**src/rtl/ts_pkg.sv**
```systemverilog
// Shared field layout of the packed timestamp word.
// Assumes: the field widths are fixed by the consumers that decode the word.
package ts_pkg;

    localparam int US_FW   = 10;
    localparam int MS_FW   = 10;
    localparam int S_FW    = 6;
    localparam int STAMP_W = US_FW + MS_FW + S_FW;

    // Most significant field first: seconds [25:20], ms [19:10], us [9:0].
    typedef struct packed {
        logic [S_FW-1:0]  sec;
        logic [MS_FW-1:0] msec;
        logic [US_FW-1:0] usec;
    } stamp_t;

endpackage

```
**src/rtl/ts_prescaler.sv**
```systemverilog
// Divides the system clock into a single-cycle tick every PRESCALE cycles.
// Assumes: PRESCALE >= 1; the phase is held while run_i is low.
module ts_prescaler #(
    parameter int PRESCALE = 150
) (
    input  logic clk,
    input  logic rst_n,
    input  logic run_i,
    output logic tick_o
);

    localparam int PW = (PRESCALE > 1) ? $clog2(PRESCALE) : 1;
    localparam logic [PW-1:0] LAST = PW'(PRESCALE - 1);

    logic [PW-1:0] phase_q;

    assign tick_o = run_i && (phase_q == LAST);

    // Advance the division phase while running, restart after each tick.
    always_ff @(posedge clk) begin
        if (!rst_n) begin
            phase_q <= '0;
        end else if (run_i) begin
            if (phase_q == LAST) phase_q <= '0;
            else                 phase_q <= phase_q + PW'(1);
        end
    end

    AST_PRE_FREEZE: assert property (@(posedge clk) disable iff (!rst_n)
        !run_i |=> $stable(phase_q));

    generate
        if (PRESCALE > 1) begin : g_spacing
            AST_TICK_SPACED: assert property (@(posedge clk) disable iff (!rst_n)
                tick_o |=> !tick_o);
        end
    endgenerate

endmodule

```
**src/rtl/ts_stage.sv**
```systemverilog
// One modulo-MOD counting stage with its half-period square wave.
// Assumes: 2 <= MOD <= 2**W; adv_i is the single-cycle advance strobe.
module ts_stage #(
    parameter int MOD = 1000,
    parameter int W   = 10
) (
    input  logic         clk,
    input  logic         rst_n,
    input  logic         adv_i,
    output logic [W-1:0] cnt_o,
    output logic         wave_o,
    output logic         carry_o
);

    localparam logic [W-1:0] LAST = W'(MOD - 1);
    localparam logic [W-1:0] HALF = W'(MOD / 2);

    logic [W-1:0] cnt_q;
    logic         wave_q;

    assign cnt_o   = cnt_q;
    assign wave_o  = wave_q;
    assign carry_o = adv_i && (cnt_q == LAST);

    // Count on each advance; raise the wave at half, drop it at the wrap.
    always_ff @(posedge clk) begin
        if (!rst_n) begin
            cnt_q  <= '0;
            wave_q <= 1'b0;
        end else if (adv_i) begin
            if (cnt_q == LAST) begin
                cnt_q  <= '0;
                wave_q <= 1'b0;
            end else begin
                cnt_q <= cnt_q + W'(1);
                if (cnt_q + W'(1) == HALF) wave_q <= 1'b1;
            end
        end
    end

    AST_COUNT_IN_RANGE: assert property (@(posedge clk) disable iff (!rst_n)
        cnt_q <= LAST);

    AST_WAVE_TRACKS_COUNT: assert property (@(posedge clk) disable iff (!rst_n)
        wave_q == (cnt_q >= HALF));

    AST_CARRY_RETURNS_ZERO: assert property (@(posedge clk) disable iff (!rst_n)
        carry_o |=> (cnt_q == '0));

    AST_HOLD_IDLE: assert property (@(posedge clk) disable iff (!rst_n)
        !adv_i |=> $stable(cnt_q));

endmodule

```
**src/rtl/ts_minute.sv**
```systemverilog
// Whole-minute counter with a one-cycle pulse and a sticky flag.
// Assumes: adv_i is the seconds-stage carry and is never high two cycles running.
module ts_minute #(
    parameter int MIN_W = 16
) (
    input  logic             clk,
    input  logic             rst_n,
    input  logic             adv_i,
    input  logic             clr_i,
    output logic [MIN_W-1:0] minutes_o,
    output logic             pulse_o,
    output logic             flag_o
);

    logic [MIN_W-1:0] min_q;
    logic             pulse_q;
    logic             flag_q;

    assign minutes_o = min_q;
    assign pulse_o   = pulse_q;
    assign flag_o    = flag_q;

    // Count minutes and register the wrap strobe as a pulse.
    always_ff @(posedge clk) begin
        if (!rst_n) begin
            min_q   <= '0;
            pulse_q <= 1'b0;
        end else begin
            pulse_q <= adv_i;
            if (adv_i) min_q <= min_q + MIN_W'(1);
        end
    end

    // Sticky flag: a new wrap wins over a clear on the same edge.
    always_ff @(posedge clk) begin
        if (!rst_n)      flag_q <= 1'b0;
        else if (adv_i)  flag_q <= 1'b1;
        else if (clr_i)  flag_q <= 1'b0;
    end

    AST_PULSE_SINGLE: assert property (@(posedge clk) disable iff (!rst_n)
        pulse_q |=> !pulse_q);

    AST_FLAG_STICKY: assert property (@(posedge clk) disable iff (!rst_n)
        (flag_q && !clr_i) |=> flag_q);

    AST_PULSE_SETS_FLAG: assert property (@(posedge clk) disable iff (!rst_n)
        pulse_q |-> flag_q);

    AST_MIN_STEP: assert property (@(posedge clk) disable iff (!rst_n)
        pulse_q |-> (min_q == $past(min_q) + MIN_W'(1)));

endmodule

```
**src/rtl/ts_timestamp.sv**
```systemverilog
// Top: prescaler feeding a microsecond / millisecond / second cascade and a
// minute counter. Presents the three sub-minute fields as one packed word.
// Assumes: each modulus fits its field width in ts_pkg; S_MOD >= 2.
module ts_timestamp
    import ts_pkg::*;
#(
    parameter int PRESCALE = 150,
    parameter int US_MOD   = 1000,
    parameter int MS_MOD   = 1000,
    parameter int S_MOD    = 60,
    parameter int MIN_W    = 16
) (
    input  logic               clk,
    input  logic               rst_n,
    input  logic               run_i,
    input  logic               flag_clr_i,
    output logic [STAMP_W-1:0] stamp_o,
    output logic [MIN_W-1:0]   minutes_o,
    output logic               us_wave_o,
    output logic               ms_wave_o,
    output logic               s_wave_o,
    output logic               min_pulse_o,
    output logic               min_flag_o
);

    logic   tick;
    logic   us_carry, ms_carry, s_carry;
    stamp_t stamp;

    ts_prescaler #(.PRESCALE(PRESCALE)) u_pre (
        .clk    (clk),
        .rst_n  (rst_n),
        .run_i  (run_i),
        .tick_o (tick)
    );

    ts_stage #(.MOD(US_MOD), .W(US_FW)) u_us (
        .clk     (clk),
        .rst_n   (rst_n),
        .adv_i   (tick),
        .cnt_o   (stamp.usec),
        .wave_o  (us_wave_o),
        .carry_o (us_carry)
    );

    ts_stage #(.MOD(MS_MOD), .W(MS_FW)) u_ms (
        .clk     (clk),
        .rst_n   (rst_n),
        .adv_i   (us_carry),
        .cnt_o   (stamp.msec),
        .wave_o  (ms_wave_o),
        .carry_o (ms_carry)
    );

    ts_stage #(.MOD(S_MOD), .W(S_FW)) u_s (
        .clk     (clk),
        .rst_n   (rst_n),
        .adv_i   (ms_carry),
        .cnt_o   (stamp.sec),
        .wave_o  (s_wave_o),
        .carry_o (s_carry)
    );

    ts_minute #(.MIN_W(MIN_W)) u_min (
        .clk       (clk),
        .rst_n     (rst_n),
        .adv_i     (s_carry),
        .clr_i     (flag_clr_i),
        .minutes_o (minutes_o),
        .pulse_o   (min_pulse_o),
        .flag_o    (min_flag_o)
    );

    assign stamp_o = stamp;

    AST_MS_ON_US_WRAP: assert property (@(posedge clk) disable iff (!rst_n)
        !$stable(stamp_o[19:10]) |-> ($past(stamp_o[9:0]) == US_FW'(US_MOD - 1)));

    AST_S_ON_MS_WRAP: assert property (@(posedge clk) disable iff (!rst_n)
        !$stable(stamp_o[25:20]) |-> ($past(stamp_o[19:10]) == MS_FW'(MS_MOD - 1)));

    AST_PULSE_ON_S_WRAP: assert property (@(posedge clk) disable iff (!rst_n)
        min_pulse_o |-> (stamp_o[25:20] == '0 && $past(stamp_o[25:20]) == S_FW'(S_MOD - 1)));

    AST_IDLE_FREEZE: assert property (@(posedge clk) disable iff (!rst_n)
        !run_i |=> ($stable(stamp_o) && $stable(minutes_o)));

endmodule

```
**config.mk**
```make
export PLATFORM = sky130hd
export DESIGN_NAME = ts_timestamp
export DESIGN_NICKNAME = d
export VERILOG_FILES = /design/src/rtl/ts_pkg.sv /design/src/rtl/ts_prescaler.sv /design/src/rtl/ts_stage.sv /design/src/rtl/ts_minute.sv /design/src/rtl/ts_timestamp.sv
export SDC_FILE = /design/constraint.sdc
export NUM_CORES = 1
export LEC_CHECK = 0
export BUFFER_PORTS_ARGS = -buffer_cell sky130_fd_sc_hd__buf_2
export CAP_MARGIN = 20
export CELL_PAD_IN_SITES_DETAIL_PLACEMENT = 1
export CELL_PAD_IN_SITES_GLOBAL_PLACEMENT = 1
export CORE_ASPECT_RATIO = 0.5
export CORE_MARGIN = 2
export CORE_UTILIZATION = 41
export CTS_CLUSTER_SIZE = 28
export DETAILED_ROUTE_END_ITERATION = 16
export HOLD_SLACK_MARGIN = 0.1
export PLACE_DENSITY_LB_ADDON = 0.1
export SETUP_SLACK_MARGIN = 0.05
export SYNTH_ARGS = -nofsm -noshare
export SYNTH_HDL_FRONTEND = slang
export SYNTH_SLANG_ARGS = --single-unit
```
**constraint.sdc**
```tcl
create_clock -name clk -period 2.54 [get_ports clk]
set_input_delay 0.127 -clock clk [delete_from_list [all_inputs] [get_ports clk]]
set_output_delay 0.127 -clock clk [all_outputs]
set_load 0.01 [all_outputs]
```
Word level (Yosys, flattened, before mapping)

Cells that the tools add are included.

Register bits after elaboration: 55
Input port bits: 4
Output and inout bits: 47
Word-level logic and storage cells: 45

$add $sub $neg: 5
Equality and inequality tests: 7
Multiplexer cells: 12
Reductions and logical operators: 11

Operator list:

| cell                                                 | count |
|---|---|
| adder 10 x 1 -> 10 bit, second input constant        | 2 |
| equality test 10 bit, second input constant          | 2 |
| equality test 10 x 9 -> 1 bit, second input constant | 2 |
| 2-to-1 mux 10 bit                                    | 2 |
| adder 16 x 1 -> 16 bit, second input constant        | 1 |
| adder 8 x 1 -> 8 bit, second input constant          | 1 |
| equality test 8 bit, second input constant           | 1 |
| 2-to-1 mux 1 bit                                     | 8 |
| 2-to-1 mux 8 bit                                     | 1 |
| nonzero test 2 bit                                   | 4 |
| adder 6 x 1 -> 6 bit, second input constant          | 1 |
| equality test 6 x 5 -> 1 bit, second input constant  | 1 |
| equality test 6 bit, second input constant           | 1 |
| 2-to-1 mux 6 bit                                     | 1 |
| AND reduction 2 bit                                  | 3 |
| logical AND 1 bit                                    | 4 |

Logic depth before layout (Yosys ltp)

Word-level depth: 6
Depth in mapped cells: 8
Mapped depth without buffers: 6

Cells and area by module

From an unflattened synthesis, not the netlist that was laid out.

Cells, all modules: 338
Area total of the unflattened synthesis: 2974.1 um^2

By module, submodules not included:

| module               | instances | cells each | area an instance (um^2) | sequential area each (um^2) |
|---|---|---|---|---|
| ts_stage at u_ms ... | 2         | 76         | 664.4                   | 220.2 |
| ts_minute            | 1         | 94         | 843.3                   | 360.3 |
| ts_stage at u_s      | 1         | 49         | 401.6                   | 140.1 |
| ts_prescaler         | 1         | 43         | 400.4                   | 160.2 |

Worst setup path before layout

Ideal clock, no wire load.

Kind: register -> register
Start: register u_us.cnt_q[0], in the netlist u_us.cnt_o[0]
End: register u_min.min_q[13], in the netlist u_min.minutes_o[13]
Setup time: 71 ps
Arrival time: 2087 ps
Required time: 2469 ps
Path slack: 382 ps
Cell stages (with the launch flop): 8
Path buffers: 1
Period minus slack after synthesis: 2158 ps
Path through: dfxtp_1 > ha_1 > nand2_1 > nor4_4 > nand4_2 > buf_2 > or4_1 > a21oi_1

Longest elaborated chain between the ends: 4

RTL lines:

| what                           | RTL line        | source |
|---|---|---|
| from (decl)                    | ts_stage.sv:18  | `logic [W-1:0] cnt_q;` |
| from (signal assigned)         | ts_stage.sv:35  | `cnt_q <= cnt_q + W'(1);` |
| equality test 10 bit           | ts_stage.sv:23  | `assign carry_o = adv_i && (cnt_q == LAST);` |
| logical AND 1 bit (3 in a row) | ts_stage.sv:23  |  |
| to (signal assigned)           | ts_minute.sv:30 | `if (adv_i) min_q <= min_q + MIN_W'(1);` |
| to (decl)                      | ts_minute.sv:15 | `logic [MIN_W-1:0] min_q;` |

No other way between the ends.
A chain may end at the register's enable or synchronous reset.

Worst setup path after layout

Start: register u_ms.cnt_q[0], in the netlist u_ms.cnt_o[0]
End: register u_min.min_q[15], in the netlist u_min.minutes_o[15]

Longest elaborated chain between the ends: 3

RTL lines:

| what                           | RTL line |
|---|---|
| from (decl)                    | ts_stage.sv:18 |
| from (signal assigned)         | ts_stage.sv:35 |
| equality test 10 bit           | ts_stage.sv:23 |
| logical AND 1 bit (2 in a row) | ts_stage.sv:23 |

No other way between the ends.

==> results.rst <==
.. list-table::
   :header-rows: 1

   * - Metric
     - Value
   * - CP startpoint kind
     - register
   * - Synthesis-to-finish area growth
     - 21.2%
   * - Max cap viols
     - 0
   * - Die ar.
     - 7610 um^2
   * - Final hold violation count
     - 0
   * - Detail-routed via count per cell
     - 5.57
   * - Effective utilization at floorplan
     - 0.423
   * - Setup total negative slack
     - 0 ns
   * - Number of slew-limit violations in the final report
     - 0
   * - Number of buffers on the longest clock path
     - 2
   * - Via count
     - 2,748
   * - Routed Antenna Nets
     - 0
   * - Wire length of the first global-routing pass
     - 12.8 mm
   * - Weighted congestion reported at the end of routability-driven placement
     - 0.827
   * - Wire length reported by the detailed router
     - 7.74 mm
   * - Post-placement setup slack
     - 0.159 ns
   * - Worst Path Required
     - 2.76 ns
   * - CTS buffer count
     - 5
   * - Total GRT Usage
     - 0.209
   * - Slowest library cell on the worst path
     - or4_1
   * - Number of enable flip-flop cells after synthesis
     - 0
   * - First DRT Iteration DRCs
     - 110
   * - Leak Pwr
     - 0.00137 uW
   * - Setup repair after global routing missed its margin
     - false
   * - Final Skew
     - 0.00513 ns
   * - Start point of the critical path
     - u_ms.cnt_o[0]$_SDFFE_PN0P_
   * - Number of instances in the synthesized netlist
     - 344
   * - Number of nets at the end of the flow
     - 412
   * - Post-synth design cell area
     - 2830 um^2
   * - Post-route worst setup slack
     - 0.220 ns
   * - Power density over the cells
     - 487 nW/um^2
   * - Count of antenna diodes in the layout
     - 0
   * - Core ar.
     - 6670 um^2
   * - Worst Hold Launch
     - rst_n
   * - Number of iterations in the first detailed-routing pass
     - 4
   * - Die Y-Extent
     - 62.7 um
   * - Remaining routing DRC violations
     - 0
   * - Sequential standard cell area
     - 1100 um^2
   * - Port buffer count
     - 50
   * - Estimated wirelength of the detail-placed design
     - 5.58 mm
   * - Leftover overflow at the end of global routing
     - 0
   * - CP Capture Point
     - u_min.minutes_o[15]$_SDFFE_PN0P_
   * - Initial antenna violation count
     - 0
   * - Clk sinks
     - 55
   * - Synthesized flop and latch total
     - 55
   * - Number of core rows
     - 21
   * - I/O pin total
     - 51
   * - Element type at the critical path end
     - register
   * - Worst endpoint data arrival time
     - 2.54 ns
   * - Flop-to-flop setup slack
     - 0.22 ns
   * - Worst reg2reg path startpoint
     - u_ms.cnt_o[0]$_SDFFE_PN0P_
   * - Depth of the most critical reg-to-reg path
     - 7
   * - Endpoint of the worst register-to-register path
     - u_min.minutes_o[15]$_SDFFE_PN0P_
   * - Highest net fanout along the worst path
     - 21
   * - Syn_area_per_cell
     - 8.21 um^2
   * - Total area of multi-input combinational cells
     - 1630 um^2
   * - Via count of the first global-routing pass
     - 2,640
   * - Post-synth ARST share
     - 0
   * - Fraction of the cycle the final worst path needs
     - 0.913
   * - Type of the setup path with the least slack
     - register to register
   * - Share of final-layout standard cells stronger than drive strength 1
     - 0.207
   * - Endpoints failing setup
     - 0
   * - Max Clock Freq
     - 0.431 GHz
   * - Filler cell count
     - 863
   * - Later-pin clock latency in the skew report
     - 0.29 ns
   * - PnR Total Power
     - 1670 uW
   * - Clk slew on worst S/H paths
     - 0.07 ns
   * - Yosys warnings
     - 0
   * - Part of the Yosys area used for sequential elements
     - 0.390
   * - Die boundary width
     - 121 um
   * - Worst VDD drop
     - 0.000318 V
   * - Syn Nets
     - 355
   * - Shortest clock period the worst path allows after layout
     - 2.32 ns
   * - Most used flip-flop cell after synthesis
     - dfxtp_1
   * - Maximum level of the CTS H-tree
     - 2
   * - Maximum number of pins on one net before global-route repair
     - 34
   * - Routed length per instance
     - 15.7 um
   * - Worst slew slack as a fraction of its limit
     - 0.640
   * - Ordered list of cells on the worst path
     - ha_1 -> nand2b_1 -> nor4_4 -> nand4_2 -> buf_4 -> or4_1 -> a21oi_1
   * - Distinct cells, synth
     - 48
   * - Hold WC Path Type
     - primary input to register
   * - Worst Tran Pin Value
     - 0.536 ns
   * - Status
     - complete, no violations
   * - Largest stage delay, worst path
     - 0.51 ns
   * - TritonCTS clock tree
     - done
   * - Root buffer cell
     - clkbuf_16
[cell usage after synthesis, types with 2 or more instances]
cell / instances / share of area
nand3_1: 22 / 0.039
nor3_1: 8 / 0.014
nand4_1: 7 / 0.015
nand4_2: 2 / 0.0089
and2_1: 2 / 0.0044
nor4_1: 2 / 0.0044
clkbuf_1: 14 / 0.019
and4_1: 2 / 0.0062
a211oi_1: 2 / 0.0053
o31ai_1: 5 / 0.013
o21ai_0: 20 / 0.035
buf_2: 5 / 0.0089
dfxtp_1: 55 / 0.39
or3_1: 15 / 0.033
nor2b_1: 2 / 0.0044
nor2_1: 30 / 0.040
and4b_1: 2 / 0.0071
nand2b_1: 3 / 0.0066
a21oi_1: 31 / 0.055
nor4_4: 3 / 0.023
or4_1: 9 / 0.024
inv_1: 5 / 0.0066
o21a_1: 2 / 0.0053
and3_1: 9 / 0.020
ha_1: 7 / 0.031
nand2_1: 35 / 0.047
o211a_1: 2 / 0.0071
a22o_1: 2 / 0.0062
a31oi_1: 8 / 0.018
a311oi_1: 2 / 0.0062
xnor2_1: 4 / 0.012
xor2_1: 11 / 0.034
[sequential cells by signal, indices dropped and copies added (netlist names)]
signal / flops
u_ms.wave_o: 1
u_s.wave_o: 1
u_min.pulse_o: 1
u_pre.phase_q: 8
u_min.minutes_o: 16
u_s.cnt_o: 6
u_us.wave_o: 1
u_min.flag_o: 1
u_ms.cnt_o: 10
u_us.cnt_o: 10
[cells by family after synthesis]
kind of cell,count (synthesis),synth area share
AO/OA/AOI/OAI,80,0.170
XOR/XNOR,15,0.0465
adder cells (fa/ha/maj),7,0.0310
buffers and inverters,24,0.0341
flip-flops,55,0.390
multiplexers,2,0.00753
AND/OR/NAND/NOR,161,0.321
[per-stage QoR]
| stage | hold slack, ns | area [um^2] | instances | util |
|---|---|---|---|---|
| floorplan | 0.222 | 2830 | 344 | - |
| global placement | 0.395 | 3230 | 482 | 0.483 |
| detailed placement | 0.398 | 3230 | 482 | 0.483 |
| CTS | 0.161 | 3400 | 491 | 0.510 |
| global route | 0.175 | 3420 | 493 | 0.513 |
| finish | 0.168 | 3420 | 493 | 0.513 |
[where the power goes]
group          internal, uW  total [uW]  switching, uW  leakage (uW)
Combinational          12.1        35.9           23.9      0.000850
Sequential              865         870           4.60      0.000443
Clock                   461         763            302     0.0000769
[critical path, delay by kind of cell, from the launching register on]
kind | cells | cell delay [ns]
and+or+nand+nor | 4 | 1.13
DFF | 1 | 0.44
adders and majority gates | 1 | 0.29
buffers and inverters | 1 | 0.23
AOI/OAI and AO/OA | 1 | 0.16
[layer usage]
| metal | part of all wire | vias up | GRT usage |
|---|---|---|---|
| met3 | 0.041 | 9 | 0.0493 |
| met1 | 0.48 | 1321 | 0.278 |
| met2 | 0.47 | 44 | 0.350 |
| met5 | 0 | - | 0 |
| li1 | - | 1374 | - |
| met4 | 0.0080 | 0 | 0.0417 |
[cell usage in the layout, fill, tap and decap left out, drive strengths merged, types with 3 or more instances in the layout]
| cell | instances |
|---|---|
| inv | 5 |
| a31oi | 8 |
| or4 | 9 |
| dfxtp | 55 |
| xnor2 | 4 |
| nor3 | 8 |
| a21oi | 31 |
| nand2 | 35 |
| and3 | 9 |
| buf | 67 |
| nand3 | 22 |
| o21ai | 20 |
| ha | 7 |
| or3 | 15 |
| nor4 | 5 |
| nor2 | 30 |
| o31ai | 5 |
| clkbuf | 6 |
| nand4 | 9 |
| xor2 | 11 |
| nand2b | 3 |
[cell type report]
type                    count  area share
clock inverters             1     0.00877
multi-input cells         265       0.477
inverters                   5     0.00548
clock buffers               6      0.0376
flip-flops and latches     55       0.322
well taps                  92      0.0336
repair buffers             69       0.116
[worst min-delay path by stage]
stage / endpoint / slack, ns / depth (start not counted)
2_1_floorplan: u_pre.phase_q[1]$_SDFFE_PN0P_ / 0.22 / 1
3_3_place_gp: u_pre.phase_q[1]$_SDFFE_PN0P_ / 0.40 / 2
3_5_place_dp: u_min.flag_o$_SDFFE_PN0P_ / 0.40 / 3
4_1_cts: u_ms.cnt_o[5]$_SDFFE_PN0P_ / 0.16 / 2
5_1_grt: u_ms.wave_o$_SDFFE_PN0P_ / 0.17 / 2
6_report: u_ms.cnt_o[5]$_SDFFE_PN0P_ / 0.17 / 2
[repair_timing]
item,in CTS,in global routing
buffers inserted,0,2
hold buffers,2,0
endpoints found under the hold margin,2,0
endpoints found under the setup margin,0,13
gates resized for setup,0,1
(Power assumes the default switching activity.)
